[src/rtl/code_fetch_pkg.sv]
package code_fetch_pkg;

  typedef enum logic [2:0] {
    ST_IDLE  = 3'd0,
    ST_ADDR  = 3'd1,
    ST_HOLD  = 3'd2,
    ST_FLOAT = 3'd3,
    ST_READ  = 3'd4,
    ST_IRD   = 3'd5,
    ST_DONE  = 3'd6
  } fetch_st_e;

endpackage

[src/rtl/code_fetch_pc.sv]
module code_fetch_pc #(
  parameter int unsigned PC_W = 16
) (
  input  logic            clk_i,
  input  logic            rst_ni,
  input  logic            inc_i,
  output logic [PC_W-1:0] pc_o
);

  logic [PC_W-1:0] pc_q;

  always_ff @(posedge clk_i or negedge rst_ni) begin
    if (!rst_ni)    pc_q <= '0;
    else if (inc_i) pc_q <= pc_q + PC_W'(1);
  end

  assign pc_o = pc_q;

endmodule

[src/rtl/code_fetch_rom.sv]
// Internal code store model: content computed from the address, no storage.
module code_fetch_rom #(
  parameter int unsigned   PC_W = 16,
  parameter int unsigned   DW   = 8,
  parameter logic [DW-1:0] KEY  = 8'hA5
) (
  input  logic [PC_W-1:0] addr_i,
  output logic [DW-1:0]   data_o
);

  localparam int unsigned HI_W = PC_W - DW;
  localparam int unsigned HALF = DW / 2;

  logic [DW-1:0] lo_swap;
  logic [DW-1:0] hi_fold;

  assign lo_swap = {addr_i[HALF-1:0], addr_i[DW-1:HALF]};

  always_comb begin
    hi_fold = '0;
    for (int i = 0; i < int'(HI_W); i++) begin
      hi_fold[i % DW] = hi_fold[i % DW] ^ addr_i[DW+i];
    end
  end

  assign data_o = lo_swap ^ hi_fold ^ KEY;

endmodule

[src/rtl/code_fetch_seq.sv]
module code_fetch_seq
  import code_fetch_pkg::*;
#(
  parameter int unsigned RD_CYC = 2
) (
  input  logic clk_i,
  input  logic rst_ni,
  input  logic req_i,
  input  logic int_code_i,
  output logic ale_o,
  output logic oe_o,
  output logic rd_no,
  output logic cap_ext_o,
  output logic cap_int_o,
  output logic done_o
);

  localparam int unsigned CW = (RD_CYC > 1) ? $clog2(RD_CYC) : 1;

  fetch_st_e     state_q, state_d;
  logic [CW-1:0] cnt_q;
  logic          last_rd;

  assign last_rd = (state_q == ST_READ) && (cnt_q == '0);

  always_comb begin
    state_d = state_q;
    unique case (state_q)
      ST_IDLE:  if (req_i) state_d = int_code_i ? ST_IRD : ST_ADDR;
      ST_ADDR:  state_d = ST_HOLD;
      ST_HOLD:  state_d = ST_FLOAT;
      ST_FLOAT: state_d = ST_READ;
      ST_READ:  if (last_rd) state_d = ST_DONE;
      ST_IRD:   state_d = ST_DONE;
      ST_DONE:  state_d = ST_IDLE;
      default:  state_d = ST_IDLE;
    endcase
  end

  always_ff @(posedge clk_i or negedge rst_ni) begin
    if (!rst_ni) begin
      state_q <= ST_IDLE;
      cnt_q   <= '0;
    end else begin
      state_q <= state_d;
      if (state_q == ST_FLOAT)                     cnt_q <= CW'(RD_CYC - 1);
      else if (state_q == ST_READ && cnt_q != '0)  cnt_q <= cnt_q - CW'(1);
    end
  end

  assign ale_o     = (state_q == ST_ADDR);
  assign oe_o      = (state_q == ST_ADDR) || (state_q == ST_HOLD);
  assign rd_no     = (state_q != ST_READ);
  assign cap_ext_o = last_rd;
  assign cap_int_o = (state_q == ST_IRD);
  assign done_o    = (state_q == ST_DONE);

endmodule

[src/rtl/code_fetch_bus.sv]
module code_fetch_bus #(
  parameter int unsigned   PC_W    = 16,
  parameter int unsigned   DW      = 8,
  parameter int unsigned   RD_CYC  = 2,
  parameter logic [DW-1:0] ROM_KEY = 8'hA5
) (
  input  logic                 clk_i,
  input  logic                 rst_ni,
  input  logic                 fetch_req_i,
  input  logic                 int_code_i,
  output logic [DW-1:0]        byte_o,
  output logic                 byte_vld_o,
  output logic [PC_W-1:0]      pc_o,
  output logic                 ale_o,
  output logic [DW-1:0]        ad_o,
  output logic                 ad_oe_o,
  input  logic [DW-1:0]        ad_i,
  output logic [PC_W-DW-1:0]   addr_hi_o,
  output logic                 code_rd_no
);

  localparam int unsigned HI_W = PC_W - DW;

  logic [PC_W-1:0] pc;
  logic [DW-1:0]   rom_data;
  logic [DW-1:0]   byte_q;
  logic            cap_ext, cap_int, done, oe;

  code_fetch_seq #(.RD_CYC(RD_CYC)) u_seq (
    .clk_i      (clk_i),
    .rst_ni     (rst_ni),
    .req_i      (fetch_req_i),
    .int_code_i (int_code_i),
    .ale_o      (ale_o),
    .oe_o       (oe),
    .rd_no      (code_rd_no),
    .cap_ext_o  (cap_ext),
    .cap_int_o  (cap_int),
    .done_o     (done)
  );

  code_fetch_pc #(.PC_W(PC_W)) u_pc (
    .clk_i  (clk_i),
    .rst_ni (rst_ni),
    .inc_i  (done),
    .pc_o   (pc)
  );

  code_fetch_rom #(.PC_W(PC_W), .DW(DW), .KEY(ROM_KEY)) u_rom (
    .addr_i (pc),
    .data_o (rom_data)
  );

  always_ff @(posedge clk_i or negedge rst_ni) begin
    if (!rst_ni)      byte_q <= '0;
    else if (cap_ext) byte_q <= ad_i;
    else if (cap_int) byte_q <= rom_data;
  end

  assign byte_o     = byte_q;
  assign byte_vld_o = done;
  assign pc_o       = pc;
  assign ad_oe_o    = oe;
  assign ad_o       = oe ? pc[DW-1:0] : '0;
  assign addr_hi_o  = pc[PC_W-1:PC_W-HI_W];

endmodule

[config.mk]
export PLATFORM = sky130hd
export DESIGN_NAME = code_fetch_bus
export DESIGN_NICKNAME = d
export VERILOG_FILES = /design/src/rtl/code_fetch_pkg.sv /design/src/rtl/code_fetch_pc.sv /design/src/rtl/code_fetch_rom.sv /design/src/rtl/code_fetch_seq.sv /design/src/rtl/code_fetch_bus.sv
export SDC_FILE = /design/constraint.sdc
export NUM_CORES = 1
export LEC_CHECK = 0
export BUFFER_PORTS_ARGS = -buffer_cell sky130_fd_sc_hd__buf_2
export CAP_MARGIN = 20
export CORE_MARGIN = 3
export CORE_UTILIZATION = 52
export CTS_CLUSTER_DIAMETER = 40
export DETAILED_ROUTE_END_ITERATION = 7
export GPL_TIMING_DRIVEN = 0
export MAX_ROUTING_LAYER = met4
export PLACE_DENSITY_LB_ADDON = 0.05
export SLEW_MARGIN = 30
export SYNTH_ARGS = -nofsm -noshare
export SYNTH_HDL_FRONTEND = slang
export SYNTH_SLANG_ARGS = --single-unit
[constraint.sdc]
create_clock -name clk_i -period 3.81 [get_ports clk_i]
set_input_delay 0.5715 -clock clk_i [delete_from_list [all_inputs] [get_ports clk_i]]
set_output_delay 0.5715 -clock clk_i [all_outputs]
set_load 0.05 [all_outputs]
==> results of run 1 <==
## power by group
part	leakage (nW)	switching, mW	total, mW	internal [mW]
logic	0.619	0.591	0.806	0.215
registers	0.363	0.0723	0.453	0.381
clock network	0.0138	0.0851	0.122	0.0371
total	0.996	0.749	1.38	0.633
## worst paths after layout
kind,from,to
worst min-delay path,rst_ni,byte_o[3]
max in group asynchronous,rst_ni,u_pc.pc_o[6]
worst max register to register,u_seq.state_q[0],u_pc.pc_o[15]
worst min register to register,byte_o[6],byte_o[6]
min in group clk_i,byte_o[6],byte_o[6]
worst max-delay path,u_seq.state_q[1],ad_o[6]
## layout make-up
cell class | count | area, µm²
clock buffers | 3 | 22.5
inverters | 4 | 15.0
multi-input cells | 102 | 653
repair buffers | 55 | 275
plain buffers | 15 | 103
flip-flops and latches | 28 | 701
well taps | 30 | 37.5
fillers | 223 | 783
## cell usage in the layout (no fill, tap or decap), types with 2 or more instances in the layout
cell type	instances
a21oi_1	2
o21ai_0	14
clkbuf_4	3
dfrtp_1	28
inv_1	4
and2_1	8
mux2i_1	4
o22ai_1	2
nand2_1	18
buf_4	8
and3_1	2
nand4_1	3
xnor2_1	18
buf_6	2
clkbuf_1	4
xor2_1	6
nor2_1	7
buf_2	56
nor3_1	3
nand3_1	3
## per-stage QoR
step	util (%)	power (mW)	cells
5_1_grt	69.8	1.48	237
3_3_place_gp	68.9	1.26	234
6_report	69.8	1.38	237
3_5_place_dp	68.9	1.27	234
4_1_cts	69.8	1.40	237
2_1_floorplan	-	1.09	149
## logic make-up (layout without fill, tap and decap cells)
kind of cell | after synthesis | count (layout) | share of synthesized area [%]
muxes | 5 | 5 | 3.49
AOI/OAI and AO/OA | 20 | 20 | 7.06
DFF | 28 | 28 | 47.6
and+or+nand+nor | 52 | 52 | 18.7
adders and majority gates | 1 | 1 | 0.850
xor gates and xnor gates | 24 | 24 | 14.3
buffers and inverters | 19 | 77 | 7.99
## sequential cells by signal, indices dropped and copies added, names as in the netlist
signal / cells
u_seq.cnt_q: 1
u_seq.state_q: 3
byte_o: 8
u_pc.pc_o: 16
## routing by layer
layer  global-route usage, %  vias up
met5                       -        -
met4                    5.83        0
met3                    3.49        2
met2                    34.3       43
met1                    26.3      567
li1                        -      603
## worst reg2reg max path, stage by stage, from the launching register on
cell and delay (ps):
dfrtp_1 400, buf_6 130, and4b_2 330, and4_4 270
or3b_1 380, xnor2_1 130
==> impl_metrics.json, run 1 <==
{
  "r2r_slack_ps": 2070,
  "post_cts_buffers": 0,
  "setup_ws_ps": 1190,
  "slowest_delay_ps": 390,
  "hold_viol": 0,
  "synth_ff_type": "dfrtp_1",
  "maxCapViolCount": 0,
  "status": "complete, no violations",
  "rsz0062_at_grt": "false",
  "cts.sinks": 28,
  "cp_max_fo": 10,
  "hold_buffers": 0,
  "dieHeight_um": 59.2,
  "synth_area_per_cell_um2": 9.88,
  "ff2ff_path_depth": 5,
  "grt_pass1_wl_um": 5410,
  "maxSlewHeadroom_pct": 58.2,
  "peakVddDrop_mv": 0.709,
  "fin_crit_sh_pct": 68.8,
  "track_usage_pct": 20.8,
  "synth.most_common_cell": "dfrtp_1",
  "globalplace.congestion": 0.821,
  "cts_tree": "built",
  "numPortBuffers": 55,
  "pwr_density_cell_nw_per_um2": 765,
  "io_pins": 56,
  "wire_per_inst_um": 13.4,
  "synthArstFlopShare_pct": 100,
  "start_util_pct": 56.8,
  "ant_nets": 0,
  "highest_layer": "met4",
  "cts_resized": 0,
  "cts.path.max_buffers": 2,
  "clock_latency_ps": 320,
  "drt_iter0_markers": 53,
  "start_kind": "flop",
  "diodes": 0,
  "critPathKind": "flop to output pin",
  "ys_types": 31,
  "placedInstanceArea_um2": 1780,
  "synth-seq-cells": 28,
  "viasPerCell": 5.13,
  "wirelength_um": 3170,
  "grt_max_degree": 29,
  "cp_slowest_cell": "nor2_1",
  "path_clk_slew_ps": 150,
  "fin_tns_setup_ps": 0,
  "synth_edf_count": 0,
  "clock_skew_ps": 3.79,
  "synth_warnings": 0,
  "finalInstanceArea_um2": 1810,
  "vias": 1215,
  "critical-path-top-delay-family": "buffers and inverters",
  "finalSetupViolCount": 0,
  "syn_nets": 162,
  "syn_inst": 149,
  "dr_wl_met2_um": 1560,
  "numCtsBuffers": 3,
  "dp_slack_ps": 1550,
  "fin_crit_ps": 2620,
  "die_area_um2": 3500,
  "drive_gt1_share_pct": 35.3,
  "place_hpwl_um": 2420,
  "antenna_found_initial": 0,
  "wl_met1_um": 1410,
  "cp_cell_sequence": "clkbuf_1 > xnor2_1 > nor2_1 > and2_1 > buf_2",
  "hold-worst-slack_ps": 239,
  "hold_class": "primary input to async pin",
  "synthTopCellsByCount": "dfrtp_1, nand2_1, xnor2_1",
  "synth_top_area_share_pct": 47.6,
  "power_leakage_nw": 0.996,
  "arrival_ps": 2050,
  "synthTopCellsByArea": "dfrtp_1, xnor2_1, o21ai_0",
  "cts-root-buf": "clkbuf_4",
  "critical_path_required_ps": 3240,
  "slew_viol_final": 0,
  "cp.buffers_inverters": 2,
  "synth_area_um2": 1470,
  "die_x_um": 59.2,
  "worstMarginPinSlew_ps": 627,
  "fmax_mhz": 381,
  "cts_max_level": 1,
  "coreArea_um2": 2590,
  "area_growth_pct": 22.8,
  "yosysSeqAreaShare_pct": 47.6,
  "drt_first_pass_iters": 4,
  "path_depth": 5,
  "nNetsFinal": 222,
  "wl_met3_um": 177,
  "rows": 18,
  "grt_pass1_vias": 1180,
  "netlist.top_cell.by_area": "dfrtp_1",
  "drc": 0,
  "critPathCaptureType": "output pin",
  "grt_overflow": 0
}
(Power assumes the default switching activity.)
==> run 2: changes to the inputs <==
--- a/config.mk
+++ b/config.mk
@@ -5,10 +5,11 @@
 export SDC_FILE = /design/constraint.sdc
 export NUM_CORES = 1
 export LEC_CHECK = 0
+export ABC_AREA = 1
 export BUFFER_PORTS_ARGS = -buffer_cell sky130_fd_sc_hd__buf_2
 export CAP_MARGIN = 20
 export CORE_MARGIN = 3
-export CORE_UTILIZATION = 52
+export CORE_UTILIZATION = 50
 export CTS_CLUSTER_DIAMETER = 40
 export DETAILED_ROUTE_END_ITERATION = 7
 export GPL_TIMING_DRIVEN = 0
==> constraint.sdc (replaced) <==
create_clock -name clk_i -period 2.52 [get_ports clk_i]
set_input_delay 0.378 -clock clk_i [delete_from_list [all_inputs] [get_ports clk_i]]
set_output_delay 0.378 -clock clk_i [all_outputs]
set_load 0.05 [all_outputs]
==> run 2 against run 1 <==
Area after synthesis up 15%. Utilization down 3.5 points. Clock-buffer cell count unchanged. Sequential power up 52%. Die area up 17%. Via count up 29%. Final cell count up 41%. Sequential share of layout area down 5.0 points. Clock power up 140%. Highest routed layer unchanged.
==> impl_metrics.json, run 2 <==
{
  "yosys.area_share.simple_pct": 29.1,
  "synth-seq-cells": 28,
  "coreArea_um2": 3130,
  "dp_cells": 330,
  "track_usage_pct": 19.2,
  "syn_inst": 231,
  "syn_nets": 244,
  "fin_tns_setup_ps": 0,
  "cp.buffers_inverters": 3,
  "synthTopCellsByCount": "nand2_1, inv_1, dfrtp_1",
  "reg2reg_from": "u_pc.pc_o[1]",
  "rsz0062_at_grt": "false",
  "cts_tree": "built",
  "finalSetupViolCount": 0,
  "critical_path_required_ps": 2140,
  "ff2ff_path_depth": 8,
  "die_x_um": 64.1,
  "drive_gt1_share_pct": 27.6,
  "area_growth_pct": 22.6,
  "start_util_pct": 54.0,
  "hold_viol": 0,
  "synthArstFlopShare_pct": 100,
  "die_area_um2": 4110,
  "numPortBuffers": 55,
  "synth_xor_area_share_pct": 8.81,
  "grt_overflow": 0,
  "grt_max_degree": 29,
  "synth_ff_type": "dfrtp_1",
  "path_depth": 6,
  "hold-worst-slack_ps": 29.5,
  "synth_warnings": 0,
  "arrival_ps": 1620,
  "rows": 20,
  "io_pins": 56,
  "synth_fa_ha_area_share_pct": 0.740,
  "yosysSeqAreaShare_pct": 41.5,
  "largest_register_ffs": 16,
  "critical-path-top-delay-family": "buffers and inverters",
  "startpoint": "u_seq.state_q[2]",
  "hold_class": "primary input to async pin",
  "power_leakage_nw": 1.18,
  "cts-root-buf": "clkbuf_4",
  "slew_viol_final": 0,
  "vias": 1565,
  "yosys-mux-area-fraction_pct": 0,
  "final_cells": 334,
  "post-route-util_pct": 66.3,
  "ys_types": 22,
  "place_hpwl_um": 2790,
  "peakVddDrop_mv": 0.985,
  "final_common_cell": "nand2_1",
  "critPathCaptureType": "output pin",
  "pwr_density_cell_nw_per_um2": 1030,
  "worstMarginPinSlew_ps": 631,
  "ant_nets": 0,
  "grt_pass1_vias": 1449,
  "antenna_found_initial": 0,
  "wirelength_um": 3610,
  "drt_first_pass_iters": 4,
  "viasPerCell": 4.69,
  "dieHeight_um": 64.1,
  "cp_slowest_cell": "dfrtp_1",
  "drc": 0,
  "final_cell_mix": "nand2_1, buf_2, inv_1, dfrtp_1, nor2_1",
  "synth.most_common_cell": "nand2_1",
  "synth_area_um2": 1690,
  "wire_per_inst_um": 10.8,
  "maxSlewHeadroom_pct": 57.9,
  "synth_top_area_share_pct": 41.5,
  "synth_compound_area_share_pct": 5.11,
  "numCtsBuffers": 3,
  "fin_crit_ps": 2000,
  "globalplace.congestion": 0.850,
  "clock_skew_ps": 9.76,
  "cts.sinks": 28,
  "synth_top_family_by_area": "simple AND/OR/NAND/NOR gates",
  "synth_area_per_cell_um2": 7.32,
  "drt_iter0_markers": 62,
  "grt_pass1_wl_um": 6300,
  "cp_cell_sequence": "inv_1 > nand3_1 > nand2_1 > inv_2 > nor2_1 > buf_2",
  "synthTopCellsByArea": "dfrtp_1, nand2_1, inv_1",
  "cts_resized": 0,
  "hold_buffers": 0,
  "cp_max_fo": 9,
  "path_clk_slew_ps": 160,
  "netlist.top_cell.by_area": "dfrtp_1",
  "nNetsFinal": 304,
  "status": "complete, no violations",
  "fin_crit_sh_pct": 79.3,
  "cts.path.max_buffers": 2,
  "synth_edf_count": 0,
  "post_cts_buffers": 0,
  "critPathKind": "flop to output pin",
  "start_kind": "flop",
  "maxCapViolCount": 0,
  "p_total_mw": 2.14,
  "fmax_mhz": 501,
  "cts_max_level": 1,
  "clock_latency_ps": 340,
  "diodes": 0,
  "slowest_delay_ps": 470
}
## run 2: cell count changes in the layout (fill, tap and decap cells not counted), moves of 4 or more
cell and delta:
and2_1 -8, clkbuf_1 -4, inv_1 +39, mux2i_1 -4
nand2_1 +40, nand3_1 +17, nor2_1 +15, o21ai_0 -5
xnor2_1 -13, xor2_1 +6
## run 2: logic make-up (layout without fill, tap and decap cells)
| logic type | Yosys count | after routing |
|---|---|---|
| AO/OA/AOI/OAI | 15 | 15 |
| XOR/XNOR | 17 | 17 |
| adder cells (fa/ha/maj) | 1 | 1 |
| buffers and inverters | 57 | 116 |
| flip-flops | 28 | 28 |
| AND/OR/NAND/NOR | 113 | 113 |
## run 2: final cells by class
class,instances,area (µm²)
sequential,28,701
multi-input combinational,146,739
timing repair buffer,55,275
fill,267,1050
clock buffer,3,22.5
inverter,46,173
clock inverter,1,30.0
buffer,11,77.6
tap,44,55.1
## run 2: worst reg2reg max path: cells and delay by family (launching register included)
family        cells  cell delay (ps)
flops             1              470
buf+inv           1               30
fa+ha+maj         1              230
simple gates      6              660
## run 2: metal layers
layer | wire (µm) | global-route usage [%] | vias up
met5 | 0 | - | -
met1 | 1700 | 26.8 | 689
met3 | 261 | 3.34 | 2
met4 | 7 | 1.58 | 0
met2 | 1640 | 30.7 | 64
li1 | - | - | 810
## run 2: final timing paths
path,end,slack (ps)
max,ad_o[7],520
min,byte_o[7],30
max reg2reg,u_pc.pc_o[14],1060
min reg2reg,byte_o[1],540
max in group asynchronous,u_seq.cnt_q,2070
min in group clk_i,byte_o[2],350
## run 2: where the power goes
group	total (mW)	internal (mW)	switching, mW
logic	1.15	0.277	0.877
clock network	0.297	0.161	0.136
registers	0.690	0.569	0.121
total	2.14	1.01	1.13
## run 2: stage by stage
step	instance area [µm²]	setup slack [ps]
2_1_floorplan	1690	316
3_3_place_gp	2020	906
3_5_place_dp	2020	911
4_1_cts	2070	511
5_1_grt	2070	373
6_report	2070	523
==> run 3: changes to the inputs <==
--- a/config.mk
+++ b/config.mk
@@ -9,7 +9,7 @@
 export BUFFER_PORTS_ARGS = -buffer_cell sky130_fd_sc_hd__buf_2
 export CAP_MARGIN = 20
 export CORE_MARGIN = 3
-export CORE_UTILIZATION = 50
+export CORE_UTILIZATION = 45
 export CTS_CLUSTER_DIAMETER = 40
 export DETAILED_ROUTE_END_ITERATION = 7
 export GPL_TIMING_DRIVEN = 0
==> constraint.sdc (replaced) <==
create_clock -name clk_i -period 1.7 [get_ports clk_i]
set_input_delay 0.255 -clock clk_i [delete_from_list [all_inputs] [get_ports clk_i]]
set_output_delay 0.255 -clock clk_i [all_outputs]
set_load 0.05 [all_outputs]
==> run 3 against run 2 <==
The flow now finishes with violations (hold timing). Largest cell class unchanged. Register-to-register slack lost 800 ps. Setup slack lost 510 ps. Global-route usage shrank 0.49 points.
==> impl_metrics.json, run 3 (synthesis gave the netlist of run 2 again) <==
{
  "status": "complete, but fails checks",
  "failed_checks": "hold timing",
  "globalplace.congestion": 0.861,
  "place_hpwl_um": 2900,
  "critical-path-top-delay-family": "flip-flops",
  "p_clk_share_pct": 10.1,
  "dp_cells": 332,
  "power.net_switching_mw": 1.95,
  "combPwrFrac_pct": 60.7,
  "wire_per_inst_um": 11.8,
  "die_area_um2": 4530,
  "critical_path_required_ps": 1440,
  "seqPwrFrac_pct": 29.2,
  "cp_cell_sequence": "inv_2 > nand3_4 > nand2_8 > clkinv_8 > nor2_4 > buf_8",
  "numPortBuffers": 55,
  "ant_nets": 0,
  "finalInstanceArea_um2": 2290,
  "coreArea_um2": 3470,
  "fin_crit_sh_pct": 99.3,
  "hold_viol": 9,
  "cellInternalPower_mw": 1.63,
  "nNetsFinal": 310,
  "clock_skew_ps": 2.51,
  "nFillCells": 319,
  "grt_overflow": 0,
  "vias": 1572,
  "fin_tns_setup_ps": 0,
  "largest_register_ffs": 16,
  "hold-worst-slack_ps": -7.08,
  "hold_class": "primary input to async pin",
  "slowest_delay_ps": 470,
  "finalSetupViolCount": 0,
  "drt_iter0_markers": 68,
  "antenna_found_initial": 0,
  "arrival_ps": 1430,
  "dp_slack_ps": 92.7,
  "clock_latency_ps": 270,
  "drc": 0,
  "start_kind": "flop",
  "grt_max_degree": 29,
  "final_cells": 341,
  "path_clk_slew_ps": 90,
  "cts.path.max_buffers": 2,
  "maxCapViolCount": 0,
  "critPathKind": "flop to output pin",
  "swShare_pct": 54.5,
  "setup_ws_ps": 12.7,
  "io_pins": 56,
  "grt_pass1_vias": 1392,
  "multiInputGateArea_um2": 843,
  "final_cell_mix": "nand2_1, buf_2, inv_1, dfrtp_1, nand3_1",
  "rows": 21,
  "placedInstanceArea_um2": 2090,
  "track_usage_pct": 18.7,
  "cts.sinks": 28,
  "viasPerCell": 4.61,
  "wirelength_um": 4030,
  "diodes": 0,
  "maxSlewHeadroom_pct": 56.8,
  "cp.buffers_inverters": 3,
  "drive_gt1_share_pct": 34.2,
  "grt_pass1_wl_um": 6240,
  "critPathCaptureType": "output pin",
  "pwr_density_cell_nw_per_um2": 1560,
  "worstMarginPinSlew_ps": 648,
  "cp_max_fo": 6,
  "cts_tree": "built",
  "rsz0062_at_grt": "true",
  "cts_max_level": 1,
  "drt_first_pass_iters": 4,
  "dieHeight_um": 67.3,
  "start_util_pct": 48.7,
  "area_growth_pct": 35.8,
  "slew_viol_final": 0,
  "cts-root-buf": "clkbuf_8",
  "power_leakage_nw": 1.22,
  "die_x_um": 67.3,
  "fin_crit_ps": 1690,
  "fmax_mhz": 593,
  "numCtsBuffers": 3,
  "final_common_cell": "nand2_1",
  "cp_slowest_cell": "dfrtp_2",
  "peakVddDrop_mv": 1.52,
  "ff_latch_area_um2": 703
}
-- run 3: changes by cell type in the layout (fill, tap and decap cells not counted), sizes merged --
cell / previous run / this run
buf: 65 / 69
bufinv: 1 / 0
clkbuf: 4 / 5
clkinv: 0 / 1
-- run 3: final timing paths --
path                                   from                to  slack [ps]  cells after the start
max in group asynchronous            rst_ni  u_seq.state_q[1]        1250                      1
max                        u_seq.state_q[1]           ad_o[7]          10                      6
min                                  rst_ni         byte_o[7]          -7                      1
min reg2reg                       byte_o[4]         byte_o[4]         540                      2
max reg2reg                    u_pc.pc_o[0]     u_pc.pc_o[14]         260                      8
min in group clk_i                  ad_i[1]         byte_o[1]         290                      5
-- run 3: worst register-to-register path: stages (launching register included) --
cell     delay, ps
dfrtp_1        460
ha_1           220
nand2_1         60
nor2_1         160
nand2_1         90
nor2_2         160
nand3_1         90
nand2_1         80
inv_1           30
-- run 3: layer usage --
metal	routed length, µm	global-route usage [%]
met4	29	5.32
met2	1890	29.1
met3	246	3.99
met5	0	-
met1	1860	24.6
-- run 3: timing repair --
action                                  CTS  global route
resized for setup                        18            18
pin swaps                                 0             1
hold buffers                              0             0
endpoints found under the setup margin    8             9
endpoints found under the hold margin     0             0
setup buffers                             2             3
cloned                                    0             1
-- run 3: cell type report --
type | count | share of cell area, %
Tap cell | 46 | 2.51
Inverter | 46 | 8.18
Multi-Input combinational cell | 146 | 36.8
Timing Repair inverter | 1 | 0.382
Clock buffer | 3 | 1.80
Timing Repair Buffer | 60 | 16.4
Buffer | 11 | 3.38
Sequential cell | 28 | 30.6
-- run 3: power by group through the flow --
| stage | clock (mW) | sequential, mW | combinational (mW) |
|---|---|---|---|
| after floorplan | 0 | 1.46 | 1.02 |
| after global placement | 0 | 1.04 | 1.83 |
| after detailed placement | 0 | 1.05 | 1.84 |
| after CTS | 0.374 | 1.02 | 1.95 |
| after global routing | 0.399 | 1.07 | 2.35 |
| final | 0.363 | 1.05 | 2.18 |
-- run 3: per-stage QoR --
stage          total power, mW  util, %
6_report                  3.59     66.2
5_1_grt                   3.82     66.2
4_1_cts                   3.35     63.3
3_5_place_dp              2.88     60.1
3_3_place_gp              2.87     60.1
2_1_floorplan             2.48        -
